`src/rtl/ehm_pkg.sv`:
```
package ehm_pkg;
  localparam int STW       = 32;
  localparam int NUM_ERR   = 2;
  localparam int IDX_CLK   = 0;
  localparam int IDX_SEED  = 1;
  localparam int RDY_POS   = 0;
  localparam int LIVE_BASE = 1;  // live flags at 1 (clock), 2 (seed)
  localparam int STK_BASE  = 5;  // sticky flags at 5 (clock), 6 (seed)

  function automatic int live_pos(input int idx);
    return LIVE_BASE + idx;
  endfunction

  function automatic int stk_pos(input int idx);
    return STK_BASE + idx;
  endfunction
endpackage

```
`src/rtl/ehm_pattern_mon.sv`:
```
module ehm_pattern_mon #(
  parameter int RUN_LIM = 64,
  parameter int ALT_LIM = 32
) (
  input  logic clk,
  input  logic rst_n,
  input  logic smp_en,
  input  logic smp_bit,
  output logic seed_nxt
);
  localparam int RW = $clog2(RUN_LIM + 2);
  localparam int AW = $clog2(ALT_LIM + 2);
  localparam logic [RW-1:0] RUN_TOP = RW'(RUN_LIM + 1);
  localparam logic [AW-1:0] ALT_TOP = AW'(ALT_LIM + 1);

  logic          have_q, have_n;
  logic          prev_q, prev_n;
  logic [RW-1:0] run_q, run_n;
  logic [AW-1:0] alt_q, alt_n;

  always_comb begin
    have_n = have_q;
    prev_n = prev_q;
    run_n  = run_q;
    alt_n  = alt_q;
    if (smp_en) begin
      have_n = 1'b1;
      prev_n = smp_bit;
      if (!have_q) begin
        run_n = RW'(1);
        alt_n = '0;
      end else if (smp_bit == prev_q) begin
        run_n = (run_q == RUN_TOP) ? run_q : run_q + RW'(1);
        alt_n = '0;
      end else begin
        run_n = RW'(1);
        alt_n = (alt_q == ALT_TOP) ? alt_q : alt_q + AW'(1);
      end
    end
  end

  assign seed_nxt = (run_n > RW'(RUN_LIM)) || (alt_n > AW'(ALT_LIM));

  always_ff @(posedge clk or negedge rst_n) begin
    if (!rst_n) begin
      have_q <= 1'b0;
      prev_q <= 1'b0;
      run_q  <= '0;
      alt_q  <= '0;
    end else if (smp_en) begin
      have_q <= have_n;
      prev_q <= prev_n;
      run_q  <= run_n;
      alt_q  <= alt_n;
    end
  end


  run_sat_chk: assert property (@(posedge clk) disable iff (!rst_n)
    run_q <= RUN_TOP);

  alt_sat_chk: assert property (@(posedge clk) disable iff (!rst_n)
    alt_q <= ALT_TOP);

  idle_hold_chk: assert property (@(posedge clk) disable iff (!rst_n)
    !smp_en |=> $stable(run_q) && $stable(alt_q));
endmodule

```
`src/rtl/ehm_err_pair.sv`:
```
module ehm_err_pair (
  input  logic clk,
  input  logic rst_n,
  input  logic cond,
  input  logic clr,
  output logic live,
  output logic sticky
);
  logic live_n, sticky_n, set_ev;

  assign set_ev = cond & ~live;

  always_comb begin
    live_n   = cond;
    sticky_n = sticky;
    if (clr)    sticky_n = 1'b0;
    if (set_ev) sticky_n = 1'b1;
  end

  always_ff @(posedge clk or negedge rst_n) begin
    if (!rst_n) begin
      live   <= 1'b0;
      sticky <= 1'b0;
    end else begin
      live   <= live_n;
      sticky <= sticky_n;
    end
  end


  sticky_follow_chk: assert property (@(posedge clk) disable iff (!rst_n)
    $rose(live) |-> sticky);

  sticky_clear_src_chk: assert property (@(posedge clk) disable iff (!rst_n)
    $fell(sticky) |-> $past(clr));
endmodule

```
`src/rtl/ehm_ready_ctl.sv`:
```
module ehm_ready_ctl (
  input  logic clk,
  input  logic rst_n,
  input  logic word_load,
  input  logic dr_rd,
  output logic rdy
);
  logic rdy_n;

  always_comb begin
    rdy_n = rdy;
    if (dr_rd)     rdy_n = 1'b0;
    if (word_load) rdy_n = 1'b1;
  end

  always_ff @(posedge clk or negedge rst_n) begin
    if (!rst_n) rdy <= 1'b0;
    else        rdy <= rdy_n;
  end


  rdy_load_chk: assert property (@(posedge clk) disable iff (!rst_n)
    word_load |=> rdy);

  rdy_read_chk: assert property (@(posedge clk) disable iff (!rst_n)
    dr_rd && !word_load |=> !rdy);
endmodule

```
`src/rtl/ehm_status_unit.sv`:
```
module ehm_status_unit
  import ehm_pkg::*;
#(
  parameter int RUN_LIM = 64,
  parameter int ALT_LIM = 32
) (
  input  logic           clk,
  input  logic           rst_n,
  input  logic           smp_vld,
  input  logic           smp_bit,
  input  logic           gen_en,
  input  logic           clk_err_in,
  input  logic           clk_chk_off,
  input  logic           irq_en,
  input  logic           word_load,
  input  logic           dr_rd,
  input  logic           st_wr,
  input  logic [STW-1:0] st_wdata,
  output logic [STW-1:0] st_rdata,
  output logic           irq
);
  logic [NUM_ERR-1:0] cond, clr, live, sticky;
  logic               seed_nxt, rdy;
  logic               wdata_unused;

  assign wdata_unused = ^st_wdata;

  ehm_pattern_mon #(.RUN_LIM(RUN_LIM), .ALT_LIM(ALT_LIM)) u_mon (
    .clk     (clk),
    .rst_n   (rst_n),
    .smp_en  (smp_vld & gen_en),
    .smp_bit (smp_bit),
    .seed_nxt(seed_nxt)
  );

  assign cond[IDX_CLK]  = clk_err_in & ~clk_chk_off;
  assign cond[IDX_SEED] = seed_nxt;

  for (genvar i = 0; i < NUM_ERR; i++) begin : g_err
    assign clr[i] = st_wr & ~st_wdata[stk_pos(i)];
    ehm_err_pair u_pair (
      .clk   (clk),
      .rst_n (rst_n),
      .cond  (cond[i]),
      .clr   (clr[i]),
      .live  (live[i]),
      .sticky(sticky[i])
    );
  end

  ehm_ready_ctl u_rdy (
    .clk      (clk),
    .rst_n    (rst_n),
    .word_load(word_load),
    .dr_rd    (dr_rd),
    .rdy      (rdy)
  );

  always_comb begin
    st_rdata          = '0;
    st_rdata[RDY_POS] = rdy;
    for (int k = 0; k < NUM_ERR; k++) begin
      st_rdata[live_pos(k)] = live[k];
      st_rdata[stk_pos(k)]  = sticky[k];
    end
  end

  assign irq = irq_en & (rdy | (|sticky));


  irq_gate_chk: assert property (@(posedge clk) disable iff (!rst_n)
    irq |-> irq_en);

  clk_off_chk: assert property (@(posedge clk) disable iff (!rst_n)
    clk_chk_off |=> !live[IDX_CLK]);
endmodule

```
`config.mk`:
```
export PLATFORM = sky130hd
export DESIGN_NAME = ehm_status_unit
export DESIGN_NICKNAME = d
export VERILOG_FILES = /design/src/rtl/ehm_pkg.sv /design/src/rtl/ehm_pattern_mon.sv /design/src/rtl/ehm_err_pair.sv /design/src/rtl/ehm_ready_ctl.sv /design/src/rtl/ehm_status_unit.sv
export SDC_FILE = /design/constraint.sdc
export NUM_CORES = 1
export LEC_CHECK = 0
export CELL_PAD_IN_SITES_DETAIL_PLACEMENT = 1
export CELL_PAD_IN_SITES_GLOBAL_PLACEMENT = 1
export CORE_ASPECT_RATIO = 0.7
export CORE_MARGIN = 5
export CORE_UTILIZATION = 30
export DETAILED_ROUTE_END_ITERATION = 10
export PLACE_DENSITY = 0.81
export SETUP_SLACK_MARGIN = 0.1
export SLEW_MARGIN = 10
export SYNTH_ARGS = -nofsm -noshare
export SYNTH_HDL_FRONTEND = slang
export SYNTH_HIERARCHICAL = 1
export SYNTH_SLANG_ARGS = --single-unit
```
`constraint.sdc`:
```
create_clock -name clk -period 3.2 [get_ports clk]
set_input_delay 0.96 -clock clk [delete_from_list [all_inputs] [get_ports clk]]
set_output_delay 0.96 -clock clk [all_outputs]
set_load 0.03 [all_outputs]
```
# --- Word level (Yosys, flattened, before mapping) ---
# Index checks and enable logic that the tools add are counted.
totals:
  output_inout_bits: 33
  register_bits: 20
  word_cells: 48
  in_bits: 43
classes:
  n_mux: 14
  magnitude_cmp: 2
  n_bitwise: 13
  eq_ne: 3
  n_addsub: 2
  reduce_logical: 5
ops:
  columns: ["op", "n"]
  rows:
  - ["$mux 7", 4]
  - ["$mux 6", 4]
  - ["$add 7x1->7 const B", 1]
  - ["$and 1x1->1", 7]
  - ["$eq 7x7->1 const B", 1]
  - ["$gt 7x7->1 const B", 1]
  - ["$add 6x1->6 const B", 1]
  - ["$eq 6x6->1 const B", 1]
  - ["$gt 6x6->1 const B", 1]
  - ["$mux 1", 6]
  - ["$reduce_bool 2->1", 3]
  - ["$not 1->1", 5]
  - ["$reduce_or 2->1", 1]
  - ["$eq 1x1->1", 1]
  - ["$logic_or 1x1->1", 1]
  - ["$or 1x1->1", 1]

# --- Longest topological paths before layout ---
# Gate-level depths: netlist (run 1).
depth:
  word_depth: 9
  ltp_mapped: 10

# --- Hierarchy ---
# Netlist (run 1), hierarchy kept.
modules_own_cells:
  columns: ["mod", "area_each_um2", "seq_area_each_um2", "cells_per_inst", "n_inst"]
  rows:
  - ["ehm_pattern_mon", 1008.5, 375.4, 103, 1]
  - ["ehm_status_unit", 247.7, 0.0, 34, 1]
  - ["ehm_err_pair", 70.1, 50.0, 5, 2]
  - ["ehm_ready_ctl", 36.3, 25.0, 3, 1]

# --- Worst setup path after synthesis (run 1) ---
# OpenSTA, ideal clock, no wires.
synth_timing:
  kind: "input-to-reg"
  from: "input port smp_vld"
  to: "register g_err[1].u_pair.sticky"
  t_required_ps: 3069
  slack_ps: 866
  cell_stages: 9
  t_arrival_ps: 2202
  n_path_buf: 1
  cell_sequence: "and2_1 clkbuf_8 o31ai_1 a32oi_2 o211ai_1 o41ai_2 o21ai_1 inv_1 o22ai_2"
synth_between:
  elab_chain_len: 6
  word_cells_on_any_way: 9
  classes_between: "order compare (2); mux (3); bitwise (2); reduce/logical (2)"
synth_rtl:
  columns: ["item", "line", "text"]
  rows:
  - ["start: declaration", "ehm_status_unit.sv:9", "input logic smp_vld,"]
  - ["$and 1x1->1 *", "ehm_status_unit.sv:31", ".smp_en (smp_vld & gen_en),"]
  - ["$mux 7 / $mux 6 (equally long branches)", "ehm_pattern_mon.sv:26", "if (smp_en) begin"]
  - ["$gt 7x7->1 / $gt 6x6->1 (equally long branches)", "ehm_pattern_mon.sv:42", "assign seed_nxt = (run_n > RW'(RUN_LIM)) || (alt_n > AW'(ALT_LIM));"]
  - ["$logic_or 1x1->1 *", "ehm_pattern_mon.sv:42", null]
  - ["named net cond[1]", "ehm_status_unit.sv:22", "logic [NUM_ERR-1:0] cond, clr, live, sticky;"]
  - ["$and 1x1->1 *", "ehm_err_pair.sv:11", "assign set_ev = cond & ~live;"]
  - ["$mux 1 / $reduce_bool 2->1 (equally long branches)", null, null]
  - ["end signal: assignment", "ehm_err_pair.sv:26", "sticky <= sticky_n;"]
  - ["end: declaration", "ehm_err_pair.sv:7", "output logic sticky"]
# Mark *: on every way through the listed nets, which the timed path passes. The rest lies on a longest branch.
# A chain may end at the register's enable or synchronous reset.

# --- Worst setup path in the final report (run 1) ---
layout_timing:
  from: "input port smp_bit"
  to: "register g_err[1].u_pair.sticky"
layout_between:
  elab_chain_len: 8
  word_cells_on_any_way: 13
  classes_between: "order compare (2); eq/ne (1); mux (7); bitwise (1); reduce/logical (2)"
layout_rtl:
  columns: ["item", "line", "text"]
  rows:
  - ["start: declaration", "ehm_status_unit.sv:10", "input logic smp_bit,"]
  - ["$eq 1x1->1 *", "ehm_pattern_mon.sv:32", "end else if (smp_bit == prev_q) begin"]
  - ["$mux 7 / $mux 6 (equally long branches)", "ehm_pattern_mon.sv:32", null]
  - ["$mux 7 / $mux 6 (equally long branches)", "ehm_pattern_mon.sv:29", "if (!have_q) begin"]
  - ["$mux 7 / $mux 6 (equally long branches)", "ehm_pattern_mon.sv:26", null]
  - ["$gt 7x7->1 / $gt 6x6->1 (equally long branches)", "ehm_pattern_mon.sv:42", null]
  - ["$logic_or 1x1->1 *", "ehm_pattern_mon.sv:42", null]
  - ["named net cond[1]", "ehm_status_unit.sv:22", null]
  - ["$and 1x1->1 *", "ehm_err_pair.sv:11", null]
  - ["$mux 1 / $reduce_bool 2->1 (equally long branches)", null, null]
# Marks and branches as above.

==> flow_metrics.env, run 1 <==
export IMPL_status="finished clean"
export IMPL_io_pins=76
export IMPL_hp_class="register to register"
export IMPL_intPower_mw=0.524
export IMPL_yosysWarnings=6
export IMPL_rows=21
export IMPL_yosys_area_top_type="dfrtp_1"
export IMPL_final_cell_area_um2=1610
export IMPL_synthCells=150
export IMPL_ys_ff_latch=20
export IMPL_synth_cell_types=47
export IMPL_cts_sinks=20
export IMPL_power_switching_mw=0.324
export IMPL_arrival_ps=3080
export IMPL_rsz0062_at_grt="false"
export IMPL_drc=0
export IMPL_hp_start="g_err[0].u_pair/live"
export IMPL_startpoint="smp_bit"
export IMPL_synth_edf_count=0
export IMPL_cts_buffers=3
export IMPL_grt_max_degree=21
export IMPL_fmax_mhz=341
export IMPL_postCtsHoldBufs=0
export IMPL_gr_total_overflow=0
export IMPL_hpwl_um=2380
export IMPL_p_sw_share_pct=38.2
export IMPL_crit_type="input port to register"
export IMPL_multi_input_area_um2=749
export IMPL_power_frac_comb_pct=34.6
export IMPL_path_clk_slew_ps=70
export IMPL_fin_setup_tns_ps=0
export IMPL_setup_viol=0
export IMPL_cp_slowest_cell="clkdlybuf4s50_1"
export IMPL_nFillCells=547
export IMPL_seq_area_frac_synth_pct=34.9
export IMPL_synth_top_family_by_area="compound AO/OA/AOI/OAI gates"
export IMPL_design_die_area_um2=6280
export IMPL_pwr_density_cell_nw_per_um2=525
export IMPL_cts_resized=0
export IMPL_slew_violations=0
export IMPL_core_um2=4700
export IMPL_fin_crit_ps=2930
export IMPL_finalCritPeriodShare_pct=91.7
export IMPL_initial_core_util_pct=30.5
export IMPL_insertedDiodeCount=0
export IMPL_dr_pass1_iters=3
export IMPL_initialDrtViolationCount=32
export IMPL_path_cells="clkdlybuf4s50_1 -> xor2_2 -> nor2_2 -> nand3_2 -> a2bb2oi_1 -> o41ai_2 -> o21ai_1 -> inv_1 -> o22ai_2"
export IMPL_synth_fa_ha_area_share_pct=3.49
export IMPL_port_buffers=18
export IMPL_grt_pass1_vias=1021
export IMPL_vias=1040
export IMPL_cts_max_path_buffers=2
export IMPL_fp_dieH_um=67.8
export IMPL_crit_path_end_kind="register"
export IMPL_pwr_share_seq_pct=42.3
export IMPL_yosysMostFrequentCell="buf_4"
export IMPL_path_max_fanout=6
export IMPL_synth_compound_area_share_pct=19.9
export IMPL_synth_top_cell_area_share_pct=34.9
export IMPL_antenna_found_initial=0
export IMPL_grt_usage_pct=10.1
export IMPL_nets=218
export IMPL_placed_area_um2=1560
export IMPL_ff_latch_area_um2=500
export IMPL_synth_area_leaders="dfrtp_1 35%, buf_4 15%, ha_1 3.5%"
export IMPL_ir_worst_vdd_mv=0.215
export IMPL_postCtsSetupRepairBufs=0
export IMPL_rrSetupSlack_ps=970
export IMPL_htreeDepth=1
export IMPL_grt_pass1_wl_um=4990
export IMPL_cts_root_buf="clkbuf_8"
export IMPL_routed_wl_um=2990
export IMPL_p_leak_nw=0.751
export IMPL_drive_above_1_share_pct=16.5
export IMPL_ys_flop_type="dfrtp_1"
export IMPL_finalClockSkew_ps=7.02
export IMPL_hold_violations=0
export IMPL_antenna_left=0
export IMPL_synth_mux_area_fraction_pct=1.48
export IMPL_area_growth_pct=12.7
export IMPL_synth_simple_area_share_pct=18.0
export IMPL_startpoint_type="input port"
export IMPL_syn_avg_cell_area_um2=9.55
export IMPL_reg2reg_from="u_mon/run_q[0]"
export IMPL_clock_latency_ps=260
export IMPL_routedWlPerCell_um=13.1
export IMPL_syn_area_um2=1430
export IMPL_ys_top_cells_by_count="28 x buf_4, 20 x dfrtp_1, 12 x inv_1, 12 x nand2_1"
export IMPL_synthArstFlopShare_pct=100
export IMPL_cts_tree="yes"
export IMPL_maxCapViolCount=0
export IMPL_die_width_um=92.6
export IMPL_crit_required_ps=3340
export IMPL_clkPwrFrac_pct=23.1
export IMPL_vias_per_cell=4.58
export IMPL_synthXorXnorAreaFrac_pct=2.36
export IMPL_place_gp_congestion=0.809
export IMPL_cpPeakStageDelay_ps=490
logic make-up (layout without fill, tap and decap cells):
logic type               Yosys count  after routing
other                              1             27
multiplexers                       2              2
adder cells (fa/ha/maj)            4              4
AO/OA/AOI/OAI                     34             34
XOR/XNOR                           3              3
flip-flops                        20             20
AND/OR/NAND/NOR                   44             44
buffers and inverters             42             36
power groups by stage:
stage          Clock (mW)  Sequential [mW]  Combinational, mW
3_3_place_gp            0            0.360              0.285
6_report            0.196            0.359              0.294
3_5_place_dp            0            0.364              0.295
5_1_grt             0.219            0.372              0.326
2_1_floorplan           0            0.352              0.250
4_1_cts             0.206            0.359              0.296
through the flow:
stage / setup slack [ps] / total power, mW / instances / util [%] / hold WS (ps)
3_3_place_gp: 61.7 / 0.645 / 223 / 33.1 / 459
5_1_grt: 163 / 0.917 / 227 / 34.3 / 510
2_1_floorplan: 866 / 0.601 / 176 / - / 463
6_report: 266 / 0.848 / 227 / 34.3 / 479
4_1_cts: 307 / 0.861 / 227 / 34.3 / 480
3_5_place_dp: 21.3 / 0.659 / 223 / 33.1 / 466
area by class of cell:
| type | instances | share of cell area (%) |
|---|---|---|
| clock buffer | 4 | 3.41 |
| inverter | 12 | 2.79 |
| multi-input combinational | 114 | 46.4 |
| sequential | 20 | 31.0 |
| tap | 57 | 4.42 |
| timing repair buffer | 20 | 11.9 |
cell usage in the layout (no fill, tap or decap), types with 3 or more instances in the layout:
master,count
dfrtp_1,20
o21ai_1,3
nor2b_1,5
clkdlybuf4s50_1,17
nand3_1,5
a21oi_1,4
buf_4,3
o31ai_1,3
clkbuf_8,4
ha_1,4
and3_1,4
inv_1,12
conb_1,27
o21ai_0,4
nand2_1,12
o22ai_2,3
path summary, 6_finish.rpt:
kind	end	cells after the start
worst max-delay path	g_err[1].u_pair/sticky	9
worst min-delay path	g_err[0].u_pair/sticky	1
worst max register to register	g_err[1].u_pair/sticky	9
worst min register to register	g_err[0].u_pair/sticky	1
max in group asynchronous	g_err[1].u_pair/live	2
min in group asynchronous	u_mon/have_q	2
state kept, by name (all words and copies together) (netlist names):
signal,flops
g_err.u_pair/live,2
g_err.u_pair/sticky,2
u_mon/prev_q,1
u_mon/have_q,1
u_mon/run_q,7
u_mon/alt_q,6
u_rdy/rdy,1
worst max-delay path: cells and delay by family:
| kind | cells | cell delay, ps |
|---|---|---|
| xor gates and xnor gates | 1 | 230 |
| and+or+nand+nor | 2 | 450 |
| AOI/OAI and AO/OA | 4 | 860 |
| buffers and inverters | 2 | 580 |
layer usage:
layer / global-route usage (%) / routed length (µm) / share of wire (%) / vias to the layer above
met1: 13.1 / 1390 / 47 / 513
met5: 0 / 0 / 0 / -
met2: 16.5 / 1390 / 46 / 23
li1: - / - / - / 502
met4: 1.67 / 11 / 0.37 / 0
met3: 3.52 / 196 / 6.6 / 2
No activity file was read; power rests on OpenSTA's default activity.
==> run 2: changes to the inputs <==
--- a/config.mk
+++ b/config.mk
@@ -12,7 +12,7 @@
 export CORE_UTILIZATION = 30
 export DETAILED_ROUTE_END_ITERATION = 10
 export PLACE_DENSITY = 0.81
-export SETUP_SLACK_MARGIN = 0.1
+export SETUP_SLACK_MARGIN = 0.2
 export SLEW_MARGIN = 10
 export SYNTH_ARGS = -nofsm -noshare
 export SYNTH_HDL_FRONTEND = slang
==> flow_metrics.env, run 2 (synthesis gave the netlist of run 1 again) <==
export IMPL_cts_sinks=20
export IMPL_reg2reg_depth=9
export IMPL_cts_max_path_buffers=2
export IMPL_core_um2=4700
export IMPL_vias=1041
export IMPL_cts_buffers=3
export IMPL_gr_total_overflow=0
export IMPL_crit_path_end_kind="register"
export IMPL_fin_crit_ps=2720
export IMPL_slew_violations=0
export IMPL_insertedDiodeCount=0
export IMPL_placedCellCount=223
export IMPL_design_die_area_um2=6280
export IMPL_cts_tree="yes"
export IMPL_antenna_left=0
export IMPL_hpwl_um=2380
export IMPL_startpoint_type="input port"
export IMPL_finalCritPeriodShare_pct=85.0
export IMPL_crit_type="input port to register"
export IMPL_most_common_layout_cells="27 x conb_1, 20 x dfrtp_1, 16 x clkdlybuf4s50_1, 12 x inv_1, 12 x nand2_1"
export IMPL_initial_core_util_pct=30.5
export IMPL_ir_worst_vdd_mv=0.215
export IMPL_cp_slowest_cell="clkdlybuf4s50_1"
export IMPL_cpPeakStageDelay_ps=450
export IMPL_hp_start="g_err[1].u_pair/live"
export IMPL_grt_usage_pct=10.1
export IMPL_pwr_density_cell_nw_per_um2=521
export IMPL_post_place_ws_ps=21.3
export IMPL_clock_latency_ps=260
export IMPL_finalClockSkew_ps=7.13
export IMPL_top_regs="u_mon/run_q: 7 flops, u_mon/alt_q: 6 flops"
export IMPL_holdPathEnd="g_err[1].u_pair/sticky"
export IMPL_path_cells="clkdlybuf4s50_1 -> and2_1 -> buf_4 -> o31ai_1 -> nand2_1 -> o21ai_2 -> a2111oi_2 -> o21ai_1 -> inv_1 -> o22ai_2"
export IMPL_hold_violations=0
export IMPL_status="finished clean"
export IMPL_antenna_found_initial=0
export IMPL_stdcell_count=228
export IMPL_cts_root_buf="clkbuf_8"
export IMPL_whs_path_depth=1
export IMPL_crit_required_ps=3340
export IMPL_fmax_mhz=368
export IMPL_htreeDepth=1
export IMPL_area_growth_pct=14.5
export IMPL_place_gp_congestion=0.809
export IMPL_io_pins=76
export IMPL_postCtsHoldBufs=0
export IMPL_dr_pass1_iters=4
export IMPL_timing_hold_ws_ps=477
export IMPL_largest_reg_flops=7
export IMPL_path_clk_slew_ps=70
export IMPL_port_buffers=18
export IMPL_p_leak_nw=0.768
export IMPL_die_width_um=92.6
export IMPL_mostFrequentLayoutCell="conb_1"
export IMPL_top_register="u_mon/run_q"
export IMPL_rrSetupSlack_ps=990
export IMPL_initialDrtViolationCount=46
export IMPL_fin_setup_tns_ps=0
export IMPL_path_max_fanout=18
export IMPL_path_delay_family="buffers and inverters"
export IMPL_drc=0
export IMPL_routed_wl_um=2980
export IMPL_reg2reg_to="g_err[1].u_pair/sticky"
export IMPL_grt_pass1_vias=1021
export IMPL_drive_above_1_share_pct=17.0
export IMPL_routedWlPerCell_um=13.1
export IMPL_vias_per_cell=4.57
export IMPL_fp_dieH_um=67.8
export IMPL_maxCapViolCount=0
export IMPL_rsz0062_at_grt="false"
export IMPL_reg2reg_from="u_mon/run_q[0]"
export IMPL_grt_max_degree=21
export IMPL_hp_class="register to register"
export IMPL_setup_viol=0
export IMPL_fin_ws_ps=480
export IMPL_power_mw=0.855
export IMPL_rows=21
export IMPL_grt_pass1_wl_um=4990
export IMPL_nets=219
export IMPL_arrival_ps=2860
export IMPL_critPathBufInv=3
[run 2: changes by cell type in the layout (fill, tap and decap cells not counted), sizes merged]
cell / change
dlymetal6s2s: +1
buf: +1
clkdlybuf4s50: -1
[run 2: worst reg2reg max path, stage by stage, from the launching register on]
cell     delay [ps]
dfrtp_1         450
ha_1            280
and3_1          220
and3_1          210
a211o_1         290
a21oi_1         210
o41ai_2         130
o21ai_1         130
inv_1            70
o22ai_2         150
[run 2: how the worst max path moves through the flow]
stage | from | to | slack [ps] | depth (start not counted)
2_1_floorplan | smp_vld | g_err[1].u_pair/sticky | 870 | 9
3_3_place_gp | smp_bit | g_err[1].u_pair/sticky | 60 | 9
3_5_place_dp | smp_bit | g_err[1].u_pair/sticky | 20 | 9
4_1_cts | smp_bit | g_err[1].u_pair/sticky | 310 | 9
5_1_grt | gen_en | g_err[1].u_pair/sticky | 320 | 10
6_report | smp_vld | g_err[1].u_pair/sticky | 480 | 10
[run 2: repair_timing]
| item | in CTS | in global routing |
|---|---|---|
| setup endpoints to repair | 0 | 1 |
| gates resized for setup | 0 | 3 |
| buffers inserted | 0 | 1 |
[run 2: through the flow]
step                      instance area [µm²]  util, %
after floorplan                          1530        -
after global placement                   1560     33.1
after detailed placement                 1560     33.1
after CTS                                1610     34.3
after global routing                     1640     34.9
final                                    1640     34.9
[run 2: routing by layer]
layer  up-vias  part of all wire [%]  global-route usage, %
met4         0                  0.37                   1.67
met1       512                    46                   13.1
li1        506                     -                      -
met5         -                     0                      0
met3         2                   6.4                   3.52
met2        21                    48                   16.5
[run 2: report_power, final]
group	total, mW	internal, mW	switching, mW
sequential	0.359	0.297	0.0620
combinational	0.300	0.122	0.179
clock	0.196	0.110	0.0862
total	0.855	0.528	0.327
[run 2: area by class of cell]
cell class	instances	area, µm²
Tap cell	57	71.3
Timing Repair Buffer	21	203
Inverter	12	45.0
Multi-Input combinational cell	114	766
Sequential cell	20	500
Clock buffer	4	55.1
Fill cell	547	3060
